[src/rtl/axc_pkg.sv]
package axc_pkg;

    typedef enum logic [1:0] {
        CM_FREE    = 2'd0,
        CM_MODULO  = 2'd1,
        CM_RANGE   = 2'd2,
        CM_ONESHOT = 2'd3
    } cmode_e;

endpackage

[src/rtl/axc_bcd_digit.sv]
// One decimal digit: increment and decrement with ripple carry/borrow.
module axc_bcd_digit (
    input  logic [3:0] dig,
    input  logic       inc_in,
    input  logic       dec_in,
    output logic [3:0] inc_val,
    output logic       inc_out,
    output logic [3:0] dec_val,
    output logic       dec_out
);
    always_comb begin
        inc_val = dig;
        inc_out = 1'b0;
        if (inc_in) begin
            if (dig >= 4'd9) begin
                inc_val = 4'd0;
                inc_out = 1'b1;
            end else begin
                inc_val = dig + 4'd1;
            end
        end
    end

    always_comb begin
        dec_val = dig;
        dec_out = 1'b0;
        if (dec_in) begin
            if (dig == 4'd0) begin
                dec_val = 4'd9;
                dec_out = 1'b1;
            end else begin
                dec_val = dig - 4'd1;
            end
        end
    end
endmodule

[src/rtl/axc_stepper.sv]
// Computes both neighbours of the current count in the selected arithmetic.
module axc_stepper #(
    parameter int WIDTH = 24
) (
    input  logic [WIDTH-1:0] cur,
    input  logic             bcd,
    output logic [WIDTH-1:0] up_val,
    output logic             up_wrap,
    output logic [WIDTH-1:0] dn_val,
    output logic             dn_wrap
);
    localparam int DIGITS = WIDTH / 4;

    logic [WIDTH-1:0] bcd_up;
    logic [WIDTH-1:0] bcd_dn;
    logic [DIGITS:0]  c_chain;
    logic [DIGITS:0]  b_chain;

    assign c_chain[0] = 1'b1;
    assign b_chain[0] = 1'b1;

    for (genvar g = 0; g < DIGITS; g++) begin : g_digit
        axc_bcd_digit u_dig (
            .dig     (cur[4*g +: 4]),
            .inc_in  (c_chain[g]),
            .dec_in  (b_chain[g]),
            .inc_val (bcd_up[4*g +: 4]),
            .inc_out (c_chain[g+1]),
            .dec_val (bcd_dn[4*g +: 4]),
            .dec_out (b_chain[g+1])
        );
    end

    always_comb begin
        if (bcd) begin
            up_val  = bcd_up;
            up_wrap = c_chain[DIGITS];
            dn_val  = bcd_dn;
            dn_wrap = b_chain[DIGITS];
        end else begin
            up_val  = cur + {{(WIDTH-1){1'b0}}, 1'b1};
            up_wrap = &cur;
            dn_val  = cur - {{(WIDTH-1){1'b0}}, 1'b1};
            dn_wrap = ~|cur;
        end
    end
endmodule

[src/rtl/axc_policy.sv]
// Applies the end-of-range rule of the selected mode to one count step.
module axc_policy
    import axc_pkg::*;
#(
    parameter int WIDTH = 24
) (
    input  cmode_e           mode,
    input  logic             up,
    input  logic             frozen,
    input  logic [WIDTH-1:0] cur,
    input  logic [WIDTH-1:0] lim,
    input  logic [WIDTH-1:0] up_val,
    input  logic             up_wrap,
    input  logic [WIDTH-1:0] dn_val,
    input  logic             dn_wrap,
    output logic [WIDTH-1:0] nxt,
    output logic             carry,
    output logic             borrow,
    output logic             freeze
);
    logic at_top;
    logic at_zero;

    assign at_top  = (cur == lim);
    assign at_zero = ~|cur;

    always_comb begin
        nxt    = cur;
        carry  = 1'b0;
        borrow = 1'b0;
        freeze = 1'b0;
        unique case (mode)
            CM_FREE: begin
                if (up) begin
                    nxt   = up_val;
                    carry = up_wrap;
                end else begin
                    nxt    = dn_val;
                    borrow = dn_wrap;
                end
            end
            CM_MODULO: begin
                if (up) begin
                    nxt   = at_top ? '0 : up_val;
                    carry = at_top;
                end else begin
                    nxt    = at_zero ? lim : dn_val;
                    borrow = at_zero;
                end
            end
            CM_RANGE: begin
                if (up) begin
                    nxt   = at_top ? cur : up_val;
                    carry = at_top;
                end else begin
                    nxt    = at_zero ? cur : dn_val;
                    borrow = at_zero;
                end
            end
            CM_ONESHOT: begin
                if (!frozen) begin
                    if (up) begin
                        nxt    = up_val;
                        carry  = up_wrap;
                        freeze = up_wrap;
                    end else begin
                        nxt    = dn_val;
                        borrow = dn_wrap;
                        freeze = dn_wrap;
                    end
                end
            end
            default: nxt = cur;
        endcase
    end
endmodule

[src/rtl/axis_count_core.sv]
module axis_count_core
    import axc_pkg::*;
#(
    parameter int WIDTH = 24
) (
    input  logic             clk,
    input  logic             rst_n,
    input  logic             cnt_en,
    input  logic             cnt_up,
    input  logic [1:0]       mode_sel,
    input  logic             bcd_en,
    input  logic             preset_wr,
    input  logic [WIDTH-1:0] preset_in,
    input  logic             load_cnt,
    input  logic             latch_cnt,
    output logic [WIDTH-1:0] count_o,
    output logic [WIDTH-1:0] latch_o,
    output logic             carry_o,
    output logic             borrow_o,
    output logic             cmp_eq_o
);
    typedef struct packed {
        logic [WIDTH-1:0] count;
        logic [WIDTH-1:0] preset;
        logic [WIDTH-1:0] latch;
        logic             carry;
        logic             borrow;
        logic             frozen;
    } state_t;

    state_t st_d, st_q;

    logic [WIDTH-1:0] up_val, dn_val, pol_nxt;
    logic             up_wrap, dn_wrap, pol_carry, pol_borrow, pol_freeze;
    cmode_e           mode;

    assign mode = cmode_e'(mode_sel);

    axc_stepper #(.WIDTH(WIDTH)) u_step (
        .cur     (st_q.count),
        .bcd     (bcd_en),
        .up_val  (up_val),
        .up_wrap (up_wrap),
        .dn_val  (dn_val),
        .dn_wrap (dn_wrap)
    );

    axc_policy #(.WIDTH(WIDTH)) u_pol (
        .mode    (mode),
        .up      (cnt_up),
        .frozen  (st_q.frozen),
        .cur     (st_q.count),
        .lim     (st_q.preset),
        .up_val  (up_val),
        .up_wrap (up_wrap),
        .dn_val  (dn_val),
        .dn_wrap (dn_wrap),
        .nxt     (pol_nxt),
        .carry   (pol_carry),
        .borrow  (pol_borrow),
        .freeze  (pol_freeze)
    );

    always_comb begin
        st_d        = st_q;
        st_d.carry  = 1'b0;
        st_d.borrow = 1'b0;
        if (preset_wr) begin
            st_d.preset = preset_in;
        end
        if (latch_cnt) begin
            st_d.latch = st_q.count;
        end
        if (load_cnt) begin
            st_d.count  = st_q.preset;
            st_d.frozen = 1'b0;
        end else if (cnt_en) begin
            st_d.count  = pol_nxt;
            st_d.carry  = pol_carry;
            st_d.borrow = pol_borrow;
            st_d.frozen = st_q.frozen | pol_freeze;
        end
    end

    always_ff @(posedge clk or negedge rst_n) begin
        if (!rst_n) begin
            st_q <= '0;
        end else begin
            st_q <= st_d;
        end
    end

    assign count_o  = st_q.count;
    assign latch_o  = st_q.latch;
    assign carry_o  = st_q.carry;
    assign borrow_o = st_q.borrow;
    assign cmp_eq_o = (st_q.count == st_q.preset);

    logic [WIDTH-1:0] preset_q;
    logic             frozen_q;
    assign preset_q = st_q.preset;
    assign frozen_q = st_q.frozen;
endmodule

[config.mk]
export PLATFORM = sky130hd
export DESIGN_NAME = axis_count_core
export DESIGN_NICKNAME = d
export VERILOG_FILES = /design/src/rtl/axc_pkg.sv /design/src/rtl/axc_bcd_digit.sv /design/src/rtl/axc_stepper.sv /design/src/rtl/axc_policy.sv /design/src/rtl/axis_count_core.sv
export SDC_FILE = /design/constraint.sdc
export NUM_CORES = 1
export LEC_CHECK = 0
export ABC_AREA = 1
export BUFFER_PORTS_ARGS = -buffer_cell sky130_fd_sc_hd__buf_2
export CELL_PAD_IN_SITES_DETAIL_PLACEMENT = 0
export CELL_PAD_IN_SITES_GLOBAL_PLACEMENT = 1
export CORE_MARGIN = 3
export CORE_UTILIZATION = 38
export DETAILED_ROUTE_END_ITERATION = 6
export PLACE_DENSITY_LB_ADDON = 0.3
export SLEW_MARGIN = 20
export SYNTH_ARGS = -nofsm -noshare
export SYNTH_HDL_FRONTEND = slang
export SYNTH_HIERARCHICAL = 1
export SYNTH_SLANG_ARGS = --single-unit
[constraint.sdc]
create_clock -name clk -period 4.15 [get_ports clk]
set_input_delay 0.415 -clock clk [delete_from_list [all_inputs] [get_ports clk]]
set_output_delay 0.415 -clock clk [all_outputs]
set_load 0.005 [all_outputs]
---- Yosys cells after proc, flatten, opt, wreduce, memory -nomap -nowiden ----
Index checks and enable logic that the tools add are counted.
storage, ports and cells
  register bits after elaboration ......... 75
  input port bits ......................... 34
  output and inout bits ................... 51
  word-level logic and storage cells ...... 120
operators by class
  $add $sub $neg .......................... 14
  order comparisons ....................... 6
  eq/ne operators ......................... 7
  muxes and demuxes ....................... 73
  bitwise logic cells ..................... 1
  reduce and logical (&&, ||, !) cells .... 13
operators with widths
  kind                                                       number
  2-to-1 mux 24 bit                                          12
  case mux 24 bit (4 select lines)                           1
  2-to-1 mux 4 bit                                           22
  2-to-1 mux 1 bit                                           34
  adder 24 x 1 -> 24 bit (second input constant)             1
  adder 4 x 1 -> 4 bit (second input constant)               6
  == test 24 bit                                             1
  greater-or-equal comparator 4 bit (second input constant)  6
  zero test 4 bit                                            6
  AND reduction 24 bit                                       1
  OR reduction 24 bit                                        1
  subtractor 24 x 1 -> 24 bit (second input constant)        1
  subtractor 4 x 1 -> 4 bit (second input constant)          6
  case mux 1 bit (3 select lines)                            2
  == test 2 bit (second input constant)                      2
  inequality test 4 x 3 -> 1 bit (second input constant)     1
  inequality test 4 bit (second input constant)              1
  AND reduction 4 bit                                        1
  2-to-1 mux 3 bit                                           1
  inequality test 3 bit (second input constant)              1
  == test 2 x 1 -> 1 bit (second input constant)             1
  zero test 2 bit                                            1
  2-to-1 mux 2 bit                                           1
  nonzero test 2 bit                                         1
  3 further kinds                                            3

---- Depth between registers and ports, before layout ----
Gate-level depths: netlist of run 1.
  depth after elaboration ................. 14
  depth in mapped cells ................... 29
  mapped depth without buffers ............ 29

---- Modules after synthesis ----
Netlist of run 1, hierarchy kept.
by module, submodules not included
  module           times used  cells an instance  area an instance (sq um)  sequential area each (sq um)
  axis_count_core  1           380                3407.0                    1876.8
  axc_policy       1           689                3083.0                    0.0
  axc_stepper      1           382                1798.0                    0.0
  axc_bcd_digit    6           52                 271.5                     0.0

---- Worst setup path after synthesis of run 1 ----
OpenSTA, ideal clock, no wires.
  path kind ............................... register to register
  from .................................... register st_q, in the netlist count_o[0]
  to ...................................... register st_q, in the netlist count_o[23]
  data arrival time ....................... 3953 ps
  path slack .............................. 67 ps
  cell stages (with the launch flop) ...... 29
  path buffers ............................ 0
  period minus slack after synthesis ...... 4083 ps
  cell sequence ........................... dfrtp_1 -> inv_1 -> ha_1 -> nand2_2 -> nand2_1 -> nor2_2 -> inv_1 -> nor2_2 -> inv_1 -> nor2_2 -> inv_1 -> nor2_2 -> inv_1 -> nor2_2 -> nand2_2 -> nor2_1 -> nand2_1 -> nand2_1 -> nor2_2 -> nand2_1 -> nand2_1 -> nand2_1 -> inv_1 -> a21oi_1 -> o211ai_1 -> a21oi_1 -> a21oi_1 -> nand2_1 -> o221ai_2
on the way
  longest elaborated chain between the ends .. 13
  elaborated cells on any way between the ends .. 34
RTL lines
  element                                      RTL line                                              source
  from (decl)                                  axis_count_core.sv:31                                 state_t st_d, st_q;
  from (signal assigned)                       axis_count_core.sv:89                                 st_q <= st_d;
  greater-or-equal comparator 4 bit (*)        axc_bcd_digit.sv:15                                   if (dig >= 4'd9) begin
  2-to-1 mux 1 bit (*)                         axc_bcd_digit.sv:15
  named net u_step.c_chain[1]                  axc_stepper.sv:16                                     logic [DIGITS:0] c_chain;
  2-to-1 mux 1 bit (*)                         axc_bcd_digit.sv:14                                   if (inc_in) begin
  named net u_step.c_chain[2]                  axc_stepper.sv:16
  2-to-1 mux 1 bit (*)                         axc_bcd_digit.sv:14
  named net u_step.c_chain[3]                  axc_stepper.sv:16
  2-to-1 mux 1 bit (*)                         axc_bcd_digit.sv:14
  named net u_step.c_chain[4]                  axc_stepper.sv:16
  [1 not listed]                               n/a
  named net u_step.c_chain[5]                  axc_stepper.sv:16
  [1 not listed]                               n/a
  named net u_step.bcd_up[23]                  axc_stepper.sv:14                                     logic [WIDTH-1:0] bcd_up;
  2-to-1 mux 24 bit (*)                        axc_stepper.sv:35                                     if (bcd) begin
  named net up_val[23]                         axis_count_core.sv:33                                 logic [WIDTH-1:0] up_val, dn_val, pol_nxt;
  2-to-1 mux 24 bit, on equally long branches  n/a
  2-to-1 mux 24 bit, on equally long branches  axc_policy.sv:61, axc_policy.sv:43, axc_policy.sv:52
  case mux 24 bit (4 select lines) (*)         axc_policy.sv:32                                      unique case (mode)
  named net pol_nxt[23]                        axis_count_core.sv:33
  2-to-1 mux 24 bit (*)                        axis_count_core.sv:77                                 end else if (cnt_en) begin
  2-to-1 mux 24 bit (*)                        axis_count_core.sv:74                                 if (load_cnt) begin
Mark *: on every way through the listed nets, which the timed path passes. The rest lies on a longest branch. The select of a mux whose other input is x is not followed.
A chain may end at the register's enable or synchronous reset.

---- Final worst setup path of run 1 ----
  from .................................... register st_q, in the netlist count_o[0]
  to ...................................... register st_q, in the netlist count_o[22]
on the way
  longest elaborated chain between the ends .. 13
  elaborated cells on any way between the ends .. 34
RTL lines
  element                                      RTL line                                              source
  zero test 4 bit (*)                          axc_bcd_digit.sv:28                                   if (dig == 4'd0) begin
  2-to-1 mux 1 bit (*)                         axc_bcd_digit.sv:28
  named net u_step.b_chain[1]                  axc_stepper.sv:17                                     logic [DIGITS:0] b_chain;
  2-to-1 mux 1 bit (*)                         axc_bcd_digit.sv:27                                   if (dec_in) begin
  named net u_step.b_chain[2]                  axc_stepper.sv:17
  2-to-1 mux 1 bit (*)                         axc_bcd_digit.sv:27
  named net u_step.b_chain[3]                  axc_stepper.sv:17
  2-to-1 mux 1 bit (*)                         axc_bcd_digit.sv:27
  named net u_step.b_chain[4]                  axc_stepper.sv:17
  [1 not listed]                               n/a
  named net u_step.b_chain[5]                  axc_stepper.sv:17
  [1 not listed]                               n/a
  named net u_step.bcd_dn[22]                  axc_stepper.sv:15                                     logic [WIDTH-1:0] bcd_dn;
  2-to-1 mux 24 bit (*)                        axc_stepper.sv:35
  named net dn_val[22]                         axis_count_core.sv:33
  2-to-1 mux 24 bit, on equally long branches  n/a
  2-to-1 mux 24 bit, on equally long branches  axc_policy.sv:61, axc_policy.sv:43, axc_policy.sv:52
  case mux 24 bit (4 select lines) (*)         axc_policy.sv:32
  named net pol_nxt[22]                        axis_count_core.sv:33
  2-to-1 mux 24 bit (*)                        axis_count_core.sv:77
  2-to-1 mux 24 bit (*)                        axis_count_core.sv:74
Marks and branches as above.

==> summary.md, run 1 <==
| Metric | Value |
|---|---|
| Source-to-sink clock delay at the later pin of the worst-skew pair | `~0.34 ns` |
| Post-Layout Cell Count | `2177` |
| Max cap viols | `0` |
| Max-slew violations | `0` |
| Number of buffers inserted during clock tree synthesis | `9` |
| FF-to-FF Start | `count_o[0]` |
| Leading cell types in the layout, fill and taps excluded | `sky130_fd_sc_hd__nand2_1, sky130_fd_sc_hd__nor2_1, sky130_fd_sc_hd__inv_1, sky130_fd_sc_hd__a21oi_1, sky130_fd_sc_hd__nand3_1` |
| Portion of the post-synthesis area used by sequential elements | `18.9%` |
| Leading cell type in the layout, fill and taps excluded | `sky130_fd_sc_hd__nand2_1` |
| Result of the run | `finished, final reports clean` |
| Warnings, synthesis | `6` |
| Clock Pin Slew Worst Setup and Hold Paths | `0.07 ns` |
| First-iteration detailed-routing DRC count | `985` |
| Power per Cell Area | `300 mW/mm²` |
| Detailed-router iteration count before antenna repair | `6` |
| Total Nets Final | `1907` |
| Chip width | `about 170 µm` |
| Hold_buf cts | `0` |
| Final clock skew | `approximately 0.011 ns` |
| Period utilisation layout | `89.8%` |
| Total wire length after detailed routing | `36.6 mm` |
| Area delta synth->final | `11.6%` |
| Mapped Area | `0.00992 mm²` |
| Worst hold slack | `0.0959 ns` |
| DPL Wire Length | `26.9 mm` |
| Aggregate global-route resource usage | `25.4%` |
| Crit path from | `count_o[0]` |
| Remaining number of nets flagged by the antenna check after routing | `0` |
| Number of endpoints with negative hold slack in the final report | `0` |
| Number of setup violations in the final report | `0` |
| Antenna violations before repair | `0` |
| Transition time at the pin with the least slew margin | `~1.1 ns` |
| Via count of the first global-routing pass | `around 11000` |
| Setup TNS after final layout | `0 ns` |
| Total power draw | `between 3 and 4 mW` |
| Clock period minus worst slack | `approximately 3.7 ns` |
| Top-level port count | `85` |
| Number of enable flip-flop cells after synthesis | `0` |
| CTS tree | `done` |
| DR vias/cell | `5.26` |
| Final RePlAce weighted congestion | `0.940` |
| Main synth FF type | `sky130_fd_sc_hd__dfrtp_1` |
| Total vias in the final route | `11400` |
| Post-synthesis area per instance | `between 5 and 6 µm²` |
| Clk Tree Root Cell | `sky130_fd_sc_hd__clkbuf_16` |
| Clock Sinks | `75` |
| Total placed cells including tap cells | `2157` |
| Initial Util | `39.0%` |
| Worst endpoint required time | `4.34 ns` |
| Setup Crit Path Kind | `flop to flop` |
| Unique cell type count in the Yosys netlist | `41` |
| Core footprint | `0.0254 mm²` |
| Worst Path Max Fanout | `6` |
| Total of flip-flops plus latches after synthesis | `75` |
| Total number of H-tree levels | `3` |
| FP Rows | `58` |
| Core Util, Final | `43.6%` |
| Leakage power figure | `5.84 nW` |
| Fill cell total of the finished layout | `2861` |
| Max VDD drop | `197 µV` |
| Capturing element type of the critical path | `flop` |
| Slew headroom | `25.7%` |
| Total DRC errors in the routed layout | `0` |
| I/O Buffers | `84` |
| Routed wirelength normalized by instance count | `16.8 µm` |
| First-pass GRT wire length | `57.9 mm` |
| Die Ht | `between 150 and 200 µm` |
| Total grt overflow | `0` |
| HP Class | `input pin to asynchronous set/reset pin` |
| Count of mapped cells out of synthesis | `1763` |
| Clock buffer depth | `2` |
| Category of the worst setup path launch point | `flop` |
| F_max | `between 200 and 300 MHz` |
| Layout cell share with drive strength beyond 1 | `14.3%` |
| Arrival time worst endpoint | `~3.9 ns` |
| Number of antenna diodes | `0` |
| Largest net degree at the start of global routing | `76` |
| Proportion of register bits with asynchronous set or reset after synthesis | `between 90% and 100%` |
| Die Outline Area | `0.0281 mm²` |
==> registers in the layout (all words and copies together), names as in the netlist <==
signal / count
latch_o: 24
count_o: 24
carry_o: 1
frozen_q: 1
preset_q: 24
borrow_o: 1
==> cell families after synthesis <==
family                   count (synthesis)  share of synthesized area [%]
other                                    1                         0.0378
AO/OA/AOI/OAI                          263                           16.8
flip-flops                              75                           18.9
AND/OR/NAND/NOR                       1053                           44.8
XOR/XNOR                                28                           2.47
buffers and inverters                  312                           13.0
adder cells (fa/ha/maj)                 31                           3.91
==> what timing repair did <==
item	4_1_cts	5_1_grt
resized for setup	0	4
endpoints found under the setup margin	0	5
setup buffers	0	4
==> final timing paths <==
path | cells after the start | slack [ns] | endpoint
max | 23 | 0.42 | count_o[22]
min | 1 | 0.1 | latch_o[14]
max reg2reg | 23 | 0.42 | count_o[22]
min reg2reg | 2 | 0.52 | latch_o[5]
max in group asynchronous | 1 | 3.53 | count_o[23]
min in group clk | 2 | 0.28 | borrow_o
==> where the power goes <==
group,internal [mW],total (mW),switching [mW]
clock network,0.473,0.829,0.356
logic,0.517,1.56,1.04
registers,0.814,0.936,0.122
==> cell usage after synthesis, drive strengths merged, types with 2 or more instances <==
| master | count | area share (%) |
|---|---|---|
| o21ai | 62 | 3.2 |
| o211ai | 22 | 1.7 |
| a21boi | 2 | 0.15 |
| o32ai | 2 | 0.25 |
| inv | 236 | 9.0 |
| xor2 | 25 | 2.2 |
| nor2 | 257 | 11 |
| nand2 | 648 | 25 |
| nand4 | 43 | 2.7 |
| a21oi | 137 | 7.3 |
| dfrtp | 75 | 19 |
| nand3 | 104 | 5.7 |
| clkbuf | 37 | 1.4 |
| xnor2 | 3 | 0.26 |
| a31oi | 5 | 0.32 |
| ha | 31 | 3.9 |
| o221ai | 24 | 3.4 |
| buf | 37 | 2.6 |
| o22ai | 6 | 0.38 |
| clkinv | 2 | 0.076 |
==> critical path, stage by stage (launching register included) <==
cell	delay, ns
sky130_fd_sc_hd__dfrtp_1	0.38
sky130_fd_sc_hd__inv_1	0.12
sky130_fd_sc_hd__ha_1	0.20
sky130_fd_sc_hd__nand4_1	0.14
sky130_fd_sc_hd__inv_2	0.13
sky130_fd_sc_hd__nand4_1	0.17
sky130_fd_sc_hd__inv_1	0.18
sky130_fd_sc_hd__nand4_1	0.19
sky130_fd_sc_hd__inv_1	0.12
sky130_fd_sc_hd__nand4_1	0.19
sky130_fd_sc_hd__inv_2	0.15
sky130_fd_sc_hd__nand4_1	0.17
sky130_fd_sc_hd__inv_2	0.15
sky130_fd_sc_hd__nand4_1	0.19
sky130_fd_sc_hd__nand2_1	0.12
sky130_fd_sc_hd__inv_1	0.04
sky130_fd_sc_hd__nand2_1	0.05
sky130_fd_sc_hd__nand3_1	0.11
sky130_fd_sc_hd__a21oi_1	0.24
sky130_fd_sc_hd__o211ai_1	0.11
sky130_fd_sc_hd__a21oi_1	0.17
sky130_fd_sc_hd__a21oi_1	0.09
sky130_fd_sc_hd__nand2_1	0.08
sky130_fd_sc_hd__o221ai_2	0.08
==> cell type report <==
cell class	count	area [µm²]	share of cell area, %
Multi-Input combinational cell	1387	6800	61.4
Sequential cell	75	1880	17.0
Inverter	238	896	8.09
Timing Repair Buffer	131	779	7.04
Tap cell	330	413	3.73
Clock buffer	10	229	2.07
Clock inverter	6	72.6	0.656
==> per-stage QoR <==
| stage | worst slack [ns] | cell area [µm²] |
|---|---|---|
| 6_report | 0.424 | 11100 |
| 4_1_cts | 0.192 | 11000 |
| 3_5_place_dp | 0.230 | 10700 |
| 2_1_floorplan | 0.0668 | 9960 |
| 5_1_grt | -0.0382 | 11100 |
| 3_3_place_gp | 0.348 | 10700 |
==> per-layer routing <==
layer	wire length, µm	up-vias	global-route usage (%)
met4	985	0	7.04
met2	18100	347	44.8
met3	1890	56	2.71
met1	15600	5334	32.9
li1	-	5709	-
met5	0	-	0
(Power assumes the default switching activity.)
==> run 2: changes to the inputs <==
==> constraint.sdc (replaced) <==
create_clock -name clk -period 4.15 [get_ports clk]
set_input_delay 0.83 -clock clk [delete_from_list [all_inputs] [get_ports clk]]
set_output_delay 0.83 -clock clk [all_outputs]
set_load 0.005 [all_outputs]
==> run 2 against run 1 <==
Die area unchanged. Non-clock buffer count increased by 3. Power increased by 1.1%. Utilization increased by 0.12 points. Flip-flop and latch count unchanged. Sequential share of layout area about the same. Maximum frequency decreased by 0.93%. Clock power increased by 3.9%. Worst hold slack improved by 0.42 ns. Register-to-register slack got worse by 0.04 ns. Critical path depth increased by 2. Combinational power about the same. Critical endpoint is now count_o[23]. Highest routed layer unchanged.
==> summary.md, run 2 (synthesized netlist as in run 1, its figures left out) <==
| Metric | Value |
|---|---|
| Antenna violations before repair | `0` |
| Clock buffer depth | `2` |
| Crit path from | `count_o[1]` |
| Core footprint | `around 0.025 mm²` |
| Critical-path cell with the highest stage delay | `sky130_fd_sc_hd__dfrtp_1` |
| Final critical-path setup slack | `0.389 ns` |
| Via count of the first global-routing pass | `10900` |
| Number of setup violations in the final report | `0` |
| Setup Crit Path Kind | `flop to flop` |
| Capturing element type of the critical path | `flop` |
| Peak per-stage delay on the critical path | `~0.38 ns` |
| Fill cell total of the finished layout | `2804` |
| Kind of cell adding the most delay to the critical path | `simple AND/OR/NAND/NOR gates` |
| Total Nets Final | `1910` |
| Max VDD drop | `between 150 and 200 µV` |
| Worst endpoint required time | `between 4 and 5 ns` |
| First-pass GRT wire length | `between 50 and 60 mm` |
| Clk Tree Root Cell | `sky130_fd_sc_hd__clkbuf_16` |
| FP Rows | `58` |
| Max-slew violations | `0` |
| Routed wirelength normalized by instance count | `16.7 µm` |
| Transition time at the pin with the least slew margin | `1.00 ns` |
| Number of endpoints with negative hold slack in the final report | `0` |
| Remaining number of nets flagged by the antenna check after routing | `0` |
| Worst Path Max Fanout | `6` |
| Chip width | `168 µm` |
| Total grt overflow | `0` |
| Top-level port count | `85` |
| DR vias/cell | `5.28` |
| Die Outline Area | `0.0281 mm²` |
| CTS tree | `done` |
| Largest net degree at the start of global routing | `between 70 and 80` |
| Unrepaired setup endpoints after global routing | `no` |
| Startpoint of the worst hold path | `latch_o[5]` |
| Number of buffers inserted during clock tree synthesis | `9` |
| Final RePlAce weighted congestion | `0.895` |
| Aggregate global-route resource usage | `around a quarter` |
| FF-to-FF Start | `count_o[1]` |
| Period utilisation layout | `90.6%` |
| Area delta synth->final | `11.9%` |
| Initial Util | `39.0%` |
| I/O Buffers | `84` |
| Power per Cell Area | `~300 mW/mm²` |
| Clock period minus worst slack | `3.76 ns` |
| Buf/Inv on CP | `7` |
| Layout cell share with drive strength beyond 1 | `between 10 and 15%` |
| Leakage power figure | `between 5 and 6 nW` |
| HP Class | `flop to flop` |
| Total wire length after detailed routing | `between 30 and 40 mm` |
| Arrival time worst endpoint | `3.94 ns` |
| Total power draw | `3.36 mW` |
| Total DRC errors in the routed layout | `0` |
| Clock Pin Slew Worst Setup and Hold Paths | `0.07 ns` |
| DPL Wire Length | `26.7 mm` |
| First-iteration detailed-routing DRC count | `approximately 1100` |
| Total placed cells including tap cells | `approximately 2200` |
| Number of antenna diodes | `0` |
| Clock Sinks | `75` |
| Source-to-sink clock delay at the later pin of the worst-skew pair | `0.33 ns` |
| Detailed-router iteration count before antenna repair | `5` |
| Total number of H-tree levels | `3` |
| F_max | `266 MHz` |
| Category of the worst setup path launch point | `flop` |
| Result of the run | `finished, final reports clean` |
| Leading cell types in the layout, fill and taps excluded | `sky130_fd_sc_hd__nand2_1, sky130_fd_sc_hd__nor2_1, sky130_fd_sc_hd__inv_1, sky130_fd_sc_hd__a21oi_1, sky130_fd_sc_hd__nand3_1` |
| Post-Layout Cell Count | `2179` |
| Die Ht | `168 µm` |
| Slew headroom | `33.3%` |
| Total vias in the final route | `11500` |
| Leading cell type in the layout, fill and taps excluded | `sky130_fd_sc_hd__nand2_1` |
| Post-place setup slack | `0.135 ns` |
| Final clock skew | `about 0.011 ns` |
| Worst hold slack | `0.517 ns` |
| Core Util, Final | `a little over two fifths` |
| Standard cell area after detailed placement | `0.0107 mm²` |
| Post-route standard cell area excluding fillers | `roughly 0.011 mm²` |
| Max cap viols | `0` |
| Setup TNS after final layout | `0 ns` |
| Hold_buf cts | `0` |
[run 2: cell types whose count changed in the layout (fill, tap and decap cells not counted), sizes merged]
cell    delta
buf        +3
bufinv     +1
clkbuf     -1
inv        -1
[run 2: routing by layer]
metal / track usage (%) / wire length, µm / up-vias
met2: 45.6 / 18100 / 343
li1: - / - / 5730
met5: 0 / 0 / -
met4: 5.19 / 639 / 0
met1: 33.5 / 15900 / 5389
met3: 2.10 / 1710 / 39
[run 2: power by group]
group | leakage [nW] | switching, mW | internal [mW]
sequential | 0.911 | 0.136 | 0.814
clock | 0.152 | 0.335 | 0.526
combinational | 4.80 | 1.03 | 0.518
total | 5.86 | 1.50 | 1.86
[run 2: path summary, 6_finish.rpt]
| path | end | slack (ns) | depth (start not counted) |
|---|---|---|---|
| max reg2reg | count_o[23] | 0.39 | 25 |
| max | count_o[23] | 0.39 | 25 |
| min reg2reg | latch_o[5] | 0.52 | 2 |
| min | latch_o[5] | 0.52 | 2 |
| min in group asynchronous | latch_o[14] | 0.62 | 1 |
| max in group asynchronous | latch_o[7] | 2.84 | 1 |
[run 2: cell type report]
| type | count | area, µm² | share of cell area, % |
|---|---|---|---|
| repair buffers | 134 | 798 | 7.19 |
| clock inverters | 6 | 90.1 | 0.812 |
| flip-flops and latches | 75 | 1880 | 16.9 |
| inverters | 238 | 896 | 8.07 |
| multi-input cells | 1387 | 6800 | 61.3 |
| clock buffers | 9 | 225 | 2.03 |
| well taps | 330 | 413 | 3.72 |
[run 2: worst reg2reg max path, delay by kind of cell, from the launching register on]
family,cells,cell delay (ns)
adders and majority gates,1,0.21
DFF,1,0.38
AOI/OAI and AO/OA,5,0.67
and+or+nand+nor,12,1.45
buffers and inverters,7,0.91
[run 2: repair_timing]
action                                  CTS  global route
endpoints found under the setup margin    0             8
gates resized for setup                   0             5
buffers inserted                          0             6
